## src/rtl/pcu_pkg.sv

```systemverilog
package pcu_pkg;

  typedef enum logic [2:0] {
    OP_HOLD,
    OP_STEP,
    OP_LOWR,
    OP_JUMP,
    OP_CALL,
    OP_RET,
    OP_IRQ
  } pc_op_e;

  // Fixed priority: interrupt entry beats return beats call beats jump
  // beats low-byte write beats step.
  function automatic pc_op_e pick_op(input logic irq, input logic ret,
                                     input logic call, input logic jump,
                                     input logic lo_wr, input logic adv);
    if (irq)        return OP_IRQ;
    else if (ret)   return OP_RET;
    else if (call)  return OP_CALL;
    else if (jump)  return OP_JUMP;
    else if (lo_wr) return OP_LOWR;
    else if (adv)   return OP_STEP;
    else            return OP_HOLD;
  endfunction

endpackage

```

## src/rtl/pcu_next.sv

```systemverilog
module pcu_next
  import pcu_pkg::*;
#(
  parameter int PC_W     = 13,
  parameter int LO_W     = 8,
  parameter int TGT_W    = 11,
  parameter int IRQ_ADDR = 4
) (
  input  pc_op_e                op,
  input  logic [PC_W-1:0]       pc_q,
  input  logic [PC_W-LO_W-1:0]  hi_q,
  input  logic [LO_W-1:0]       lo_data,
  input  logic [TGT_W-1:0]      target,
  input  logic [PC_W-1:0]       pop_data,
  output logic [PC_W-1:0]       pc_d,
  output logic                  push_en,
  output logic                  pop_en,
  output logic [PC_W-1:0]       push_data
);
  localparam int HI_W = PC_W - LO_W;
  localparam int JK   = PC_W - TGT_W;
  localparam logic [PC_W-1:0] IRQ_VEC = PC_W'(IRQ_ADDR);

  logic [PC_W-1:0] pc_inc;
  logic [PC_W-1:0] branch_pc;

  assign pc_inc    = pc_q + 1'b1;
  assign branch_pc = {hi_q[HI_W-1 -: JK], target};
  assign push_data = pc_inc;
  assign push_en   = (op == OP_CALL) || (op == OP_IRQ);
  assign pop_en    = (op == OP_RET);

  always_comb begin
    unique case (op)
      OP_STEP: pc_d = pc_inc;
      OP_LOWR: pc_d = {hi_q, lo_data};
      OP_JUMP,
      OP_CALL: pc_d = branch_pc;
      OP_RET:  pc_d = pop_data;
      OP_IRQ:  pc_d = IRQ_VEC;
      default: pc_d = pc_q;
    endcase
  end
endmodule

```

## src/rtl/pcu_ring.sv

```systemverilog
module pcu_ring #(
  parameter int W     = 13,
  parameter int DEPTH = 8
) (
  input  logic         clk,
  input  logic         rst_n,
  input  logic         push,
  input  logic         pop,
  input  logic [W-1:0] wdata,
  output logic [W-1:0] rdata
);
  // DEPTH must be a power of two so the pointer wraps by itself.
  localparam int PW = $clog2(DEPTH);

  logic [PW-1:0] sp;
  logic [PW-1:0] top_idx;
  logic [W-1:0]  slot [DEPTH];

  assign top_idx = sp - 1'b1;
  assign rdata   = slot[top_idx];

  always_ff @(posedge clk or negedge rst_n) begin
    if (!rst_n)    sp <= '0;
    else if (push) sp <= sp + 1'b1;
    else if (pop)  sp <= top_idx;
  end

  for (genvar i = 0; i < DEPTH; i++) begin : g_slot
    always_ff @(posedge clk or negedge rst_n) begin
      if (!rst_n)                       slot[i] <= '0;
      else if (push && sp == PW'(i))    slot[i] <= wdata;
    end
  end
endmodule

```

## src/rtl/pcu_top.sv

```systemverilog
module pcu_top
  import pcu_pkg::*;
#(
  parameter int PC_W     = 13,
  parameter int LO_W     = 8,
  parameter int TGT_W    = 11,
  parameter int DEPTH    = 8,
  parameter int IMPL_W   = 12,
  parameter int IRQ_ADDR = 4
) (
  input  logic                  clk,
  input  logic                  rst_n,
  input  logic                  advance,
  input  logic                  lo_wr,
  input  logic [LO_W-1:0]       lo_wdata,
  input  logic                  hi_wr,
  input  logic [PC_W-LO_W-1:0]  hi_wdata,
  input  logic                  jump,
  input  logic                  call,
  input  logic [TGT_W-1:0]      jump_target,
  input  logic                  ret,
  input  logic                  irq,
  output logic [PC_W-1:0]       pc_out,
  output logic [LO_W-1:0]       pc_lo,
  output logic [PC_W-1:0]       fetch_addr
);
  localparam int HI_W = PC_W - LO_W;

  pc_op_e          op;
  logic [PC_W-1:0] pc_q, pc_d, push_data, pop_data;
  logic [HI_W-1:0] hi_q;
  logic            push_en, pop_en;

  assign op = pick_op(irq, ret, call, jump, lo_wr, advance);

  pcu_next #(
    .PC_W(PC_W), .LO_W(LO_W), .TGT_W(TGT_W), .IRQ_ADDR(IRQ_ADDR)
  ) u_next (
    .op(op), .pc_q(pc_q), .hi_q(hi_q), .lo_data(lo_wdata),
    .target(jump_target), .pop_data(pop_data), .pc_d(pc_d),
    .push_en(push_en), .pop_en(pop_en), .push_data(push_data)
  );

  pcu_ring #(.W(PC_W), .DEPTH(DEPTH)) u_ring (
    .clk(clk), .rst_n(rst_n), .push(push_en), .pop(pop_en),
    .wdata(push_data), .rdata(pop_data)
  );

  always_ff @(posedge clk or negedge rst_n) begin
    if (!rst_n) pc_q <= '0;
    else        pc_q <= pc_d;
  end

  always_ff @(posedge clk or negedge rst_n) begin
    if (!rst_n)     hi_q <= '0;
    else if (hi_wr) hi_q <= hi_wdata;
  end

  assign pc_out = pc_q;
  assign pc_lo  = pc_q[LO_W-1:0];

  if (IMPL_W < PC_W) begin : g_fold
    assign fetch_addr = {{(PC_W-IMPL_W){1'b0}}, pc_q[IMPL_W-1:0]};
  end else begin : g_full
    assign fetch_addr = pc_q;
  end
endmodule

```

## config.mk

```make
export PLATFORM = sky130hd
export DESIGN_NAME = pcu_top
export DESIGN_NICKNAME = d
export VERILOG_FILES = /design/src/rtl/pcu_pkg.sv /design/src/rtl/pcu_next.sv /design/src/rtl/pcu_ring.sv /design/src/rtl/pcu_top.sv
export SDC_FILE = /design/constraint.sdc
export NUM_CORES = 1
export LEC_CHECK = 0
export BUFFER_PORTS_ARGS = -buffer_cell sky130_fd_sc_hd__buf_2
export CORE_MARGIN = 3
export CORE_UTILIZATION = 40
export DETAILED_ROUTE_END_ITERATION = 8
export GPL_TIMING_DRIVEN = 0
export MAX_ROUTING_LAYER = met4
export SKIP_LAST_GASP = 1
export SYNTH_ARGS = -nofsm -noshare
export SYNTH_HDL_FRONTEND = slang
export SYNTH_HIERARCHICAL = 1
export SYNTH_SLANG_ARGS = --single-unit
```

## constraint.sdc

```tcl
create_clock -name clk -period 8.4 [get_ports clk]
set_input_delay 1.26 -clock clk [delete_from_list [all_inputs] [get_ports clk]]
set_output_delay 1.26 -clock clk [all_outputs]
set_load 0.02 [all_outputs]
```

* Word level (Yosys, flattened, before mapping)
Cells that the tools add are included.
Widths: inputs -> output; s select.
** Storage, ports and cells
- Flip-flop bits (word level) :: 125
- Output and inout bits :: 34
- Logic and storage cells :: 54
** Operators by class
- Add/subtract/negate cells :: 3
- Order comparisons :: 1
- Equality and inequality tests :: 13
- Multiplexer cells :: 12
- Bitwise operators :: 1
- Reduce and logical (&&, ||, !) cells :: 13
** Operator list (number)
- $pmux 13 s5 :: 1
- $bmux 13 s3 :: 1
- $mux 13 :: 2
- $eq 3x3->1 const B :: 7
- $mux 3 :: 5
- $add 13x1->13 const B :: 1
- $eq 3x2->1 const B :: 4
- $logic_and 1x1->1 :: 8
- $eq 3x1->1 const B :: 2
- $reduce_bool 5->1 :: 1
- $ge 4x4->1 const B :: 1
- $mux 2 :: 2
- $not 3->4 :: 1
- $add 3x1->3 const B :: 1
- $logic_not 3->1 :: 1
- $sub 3x1->3 const B :: 1
- $reduce_bool 2->1 :: 1
- $reduce_or 2->1 :: 1
- $logic_or 1x1->1 :: 1
- $mux 1 :: 1

* Depth between registers and ports, before layout
- Depth in word-level cells :: 9
- Depth in mapped cells :: 13
- Gate-level depth less buffers :: 9

* Cells and area by module
The synthesis kept the hierarchy.
** By module, submodules not included
- pcu_ring :: instances 1, cells each 383, area an instance 5151.2 µm², sequential area each 2677.6 µm²
- pcu_next :: instances 1, cells each 214, area an instance 1296.2 µm², sequential area each 0.0 µm²
- pcu_top :: instances 1, cells each 53, area an instance 718.2 µm², sequential area each 450.4 µm²

* Least setup slack after synthesis
No wires, ideal clock.
- Path type :: input -> register
- Start :: input port lo_wr
- End :: register u_ring/slot[78] (netlist name)
- Setup time :: 125 ps
- Arrival time :: 3300 ps
- Required time :: 8275 ps
- Path slack :: 4975 ps
- Stages :: 9
- Path buffers :: 4
- Cells stage by stage :: nand2b_1 a221oi_2 clkbuf_1 clkbuf_1 nor2_1 buf_2 nand3_1 buf_2 mux2_2
** On the way
- Word-level cells in the longest chain between the ends :: 8
- Elaborated cells on any way between the ends :: 9
** RTL lines
- start, declared :: line pcu_top.sv:14 : input logic lo_wr,
- $mux 2 * :: line pcu_pkg.sv:22 : else if (lo_wr) return OP_LOWR;
- $mux 2 * :: line pcu_pkg.sv:21 : else if (jump) return OP_JUMP;
- $mux 3 * :: line pcu_pkg.sv:20 : else if (call) return OP_CALL;
- $mux 3 * :: line pcu_pkg.sv:19 : else if (ret) return OP_RET;
- $mux 3 * :: line pcu_pkg.sv:18 : if (irq) return OP_IRQ;
- net op[0] :: line pcu_top.sv:29 : pc_op_e op;
- $eq 3x3->1 :: line pcu_next.sv:30 : assign push_en = (op == OP_CALL) || (op == OP_IRQ);
- $logic_or 1x1->1 * :: line pcu_next.sv:30
- net push_en :: line pcu_top.sv:32 : logic push_en, pop_en;
- $logic_and 1x1->1 * :: line pcu_ring.sv:31 : else if (push && sp == PW'(i)) slot[i] <= wdata;
- end signal, assigned by index :: line pcu_ring.sv:31
- end, declared :: line pcu_ring.sv:17 : logic [W-1:0] slot [DEPTH];
Mark *: on every way through the listed nets, which the timed path passes. The rest lies on a longest branch.
A chain may end at the register's enable or synchronous reset.

* Worst setup path after layout
- Start :: input port lo_wr
- End :: register u_ring/slot[85] (netlist name)
The elaborated chain is that of the path after synthesis.

==> flow_summary.ini <==
[run_status]
run_status = finished, final reports clean

[die]
die_area_um2 = 19560
initial_core_util = 0.4114
rows = 48
die_w_um = 139.8
io_pins = 67
core_region_area_um2 = 17420
die_height_um = 139.8

[synth]
postSynth.topFlopCell = sky130_fd_sc_hd__dfrtp_1
yosys.cell_count.top_type = sky130_fd_sc_hd__dfrtp_1
synthesis.yosys.warnings = 6
synth.area.top_cells = sky130_fd_sc_hd__dfrtp_1 (44%), sky130_fd_sc_hd__mux2_2 (17%), sky130_fd_sc_hd__mux2i_1 (4.1%), sky130_fd_sc_hd__a2111oi_0 (3.2%), sky130_fd_sc_hd__buf_4 (2.6%)
async_sr_flop_fraction = 1.000
post_synth_most_frequent_cells = sky130_fd_sc_hd__dfrtp_1 (125), sky130_fd_sc_hd__mux2_2 (111), sky130_fd_sc_hd__mux2i_1 (29), sky130_fd_sc_hd__nor2b_1 (29)
synth_top_cell_by_area = sky130_fd_sc_hd__dfrtp_1
netlist.area_leader.share = 0.4365
yosys_register_bits = 125
synth-edff-count = 0
synth-seq-area-share = 0.4365
yosys.cell_types.count = 56
postSynthAreaPerCell_um2 = 11.02
synth_area_um2 = 7166
postSynthNetCount = 691
netlist_instances = 650

[cts]
cts_hold_buf = 0
cts.repair.resized = 0
cts_tree = yes
h-tree-depth = 4
cts_made_buffers = 17
clk_pin_slew_worst_paths_ns = 0.05
clk_latency_ns = 0.41
clock-root-buffer = sky130_fd_sc_hd__clkbuf_16
postCtsSetupRepairBufs = 0
tritoncts_num_sinks = 125
cts_max_path_buffers = 2

[drt]
route.layer.met1.wl_um = 9235
post_drt_wl_per_cell_um = 21.08
dr.first_iter.drc_count = 394
finalWirelength_um = 20510
highest_layer = met4
post_drt_via_cell_ratio = 5.789
met2RoutedLength_um = 9627
drc = 0
met3_length_um = 1233
detailedRoute.firstPassIterationCount = 7
route.vias.total = 5633
detail-route-antenna-nets = 0

[sta]
rsz0062_at_grt = no
fin_skew_ns = 0.01218
setup-tns-final_ns = 0
timing.final.crit_share = 0.4887
final.min_clock_period_ns = 4.105
setup_viol = 0
max_clock_freq_ghz = 0.2436
post-route-worst-setup-slack_ns = 4.295
finalMaxSlewViolations = 0
finalHoldWorstSlack_ns = 0.4970
timing.final.hold_violations = 0
slew_headroom = 0.3563
max_slew.worst_pin.slew_ns = 0.9587

[setup_path]
critical_path_launch_point_type = primary input
critical_path_class = primary input to register
timing.critical_path.arrival_ns = 4.40
cp_max_fo = 10
crit_path_end_kind = register
worstPathRequired_ns = 8.70

[place]
postPlaceCellArea_um2 = 7806
post-place-ws_ns = 3.937
place.port_buffers = 65
gpl.final_weighted_congestion = 0.9332
detailedPlacementHpwl_um = 15280

[run]
max_cap_violations = 0

[cells_and_area]
drive_above_1_share = 0.3610
antennaDiodeCount = 0
finish.net_count = 776
fillCellCount = 1634
area_growth_syn_to_layout_pct = 17.08
final_area_um2 = 8389

[pwr]
worst_ir_drop_vdd_v = 0.0001855
power.density_nw_per_um2 = 383.3
power.leakage_nw = 3.888

[grt]
grt_first_pass_wirelength_um = 32900
gr_util_all_layers = 0.2186
grt.overflow.total = 0
grt_max_degree = 75
number_of_global_route_vias_before_repair = 5819
grt_antenna_before_repair = 0

[worst_hold_path]
min-delay-path-class = register to register
## logic make-up after synthesis
family          synth area share
compound gates            0.1268
xor+xnor                 0.01799
fa+ha+maj                0.01676
buf+inv                  0.06792
flops                     0.4365
mux                       0.2149
other cells            0.0005233
simple gates              0.1186
## critical path, cell delays in order
cell and delay (ns):
sky130_fd_sc_hd__buf_2 0.10, sky130_fd_sc_hd__nand2b_1 0.15, sky130_fd_sc_hd__a221oi_2 0.47, sky130_fd_sc_hd__clkbuf_1 0.46, sky130_fd_sc_hd__clkbuf_1 0.57, sky130_fd_sc_hd__nor2_1 0.20
sky130_fd_sc_hd__buf_2 0.23, sky130_fd_sc_hd__nand3_1 0.23, sky130_fd_sc_hd__buf_2 0.33, sky130_fd_sc_hd__mux2_2 0.38
## power breakdown
group	leakage [nW]	internal (mW)	switching (mW)
clock	0.281	0.445	0.266
sequential	1.59	0.851	0.145
combinational	2.02	0.667	0.842
## layout make-up
type | instances | area (um^2) | area share
Sequential cell | 125 | 3128 | 0.3729
Multi-Input combinational cell | 438 | 3551 | 0.4233
Timing Repair Buffer | 66 | 359.1 | 0.04280
Tap cell | 225 | 281.5 | 0.03356
Clock buffer | 23 | 498.0 | 0.05936
Buffer | 72 | 430.4 | 0.05130
Clock inverter | 9 | 85.08 | 0.01014
Inverter | 15 | 56.30 | 0.006711
## placed cells by master (no fill, tap or decap), types with 4 or more instances in the layout
cell type / instances
sky130_fd_sc_hd__dfrtp_1: 125
sky130_fd_sc_hd__mux2_2: 111
sky130_fd_sc_hd__buf_2: 83
sky130_fd_sc_hd__nor2b_1: 29
sky130_fd_sc_hd__mux2i_1: 29
sky130_fd_sc_hd__and3_1: 26
sky130_fd_sc_hd__a2111oi_0: 26
sky130_fd_sc_hd__buf_4: 25
sky130_fd_sc_hd__o21ai_0: 23
sky130_fd_sc_hd__nand2_1: 22
sky130_fd_sc_hd__clkbuf_1: 19
sky130_fd_sc_hd__clkbuf_16: 17
sky130_fd_sc_hd__nand3_1: 17
sky130_fd_sc_hd__a21oi_1: 17
sky130_fd_sc_hd__inv_1: 15
sky130_fd_sc_hd__a221oi_1: 15
sky130_fd_sc_hd__nor4_1: 15
sky130_fd_sc_hd__nor2_1: 10
sky130_fd_sc_hd__nor3_1: 8
sky130_fd_sc_hd__o22ai_1: 8
sky130_fd_sc_hd__ha_1: 8
sky130_fd_sc_hd__xnor2_1: 7
sky130_fd_sc_hd__o31ai_1: 6
sky130_fd_sc_hd__clkbuf_8: 6
sky130_fd_sc_hd__nand2b_1: 5
sky130_fd_sc_hd__or3_1: 5
sky130_fd_sc_hd__buf_6: 5
sky130_fd_sc_hd__xor2_1: 4
sky130_fd_sc_hd__a22oi_1: 4
## worst paths after layout
| path | from | end | slack, ns | cells past startpoint |
|---|---|---|---|---|
| setup / recovery | lo_wr | u_ring/slot[85]$_DFFE_PN0P_ | 4.29 | 10 |
| hold reg to reg | u_ring/slot[4]$_DFFE_PN0P_ | u_ring/slot[4]$_DFFE_PN0P_ | 0.50 | 1 |
| setup reg to reg | u_ring/sp[0]$_DFFE_PN0P_ | pc_out[7]$_DFF_PN0_ | 5.01 | 12 |
| max in group asynchronous | rst_n | u_ring/slot[87]$_DFFE_PN0P_ | 6.85 | 2 |
| min in group asynchronous | rst_n | pc_out[0]$_DFF_PN0_ | 0.80 | 1 |
| hold / removal | u_ring/slot[4]$_DFFE_PN0P_ | u_ring/slot[4]$_DFFE_PN0P_ | 0.50 | 1 |
## routing by layer
| layer | track usage | up-vias |
|---|---|---|
| li1 | - | 2580 |
| met1 | 0.2917 | 2811 |
| met2 | 0.3424 | 212 |
| met3 | 0.03711 | 30 |
| met4 | 0.06833 | 0 |
| met5 | - | - |
## metrics by stage
step	instances	power [mW]	utilization
2_1_floorplan	650	2.022	-
3_3_place_gp	940	2.449	0.4463
3_5_place_dp	941	2.497	0.4482
4_1_cts	973	3.222	0.4817
5_1_grt	973	3.415	0.4817
6_report	973	3.216	0.4817
## registers in the layout, indices dropped and copies added (netlist names)
signal / flops
hi_q: 5
u_ring/slot: 104
u_ring/sp: 3
pc_out: 13
No activity file was read; power rests on OpenSTA's default activity.
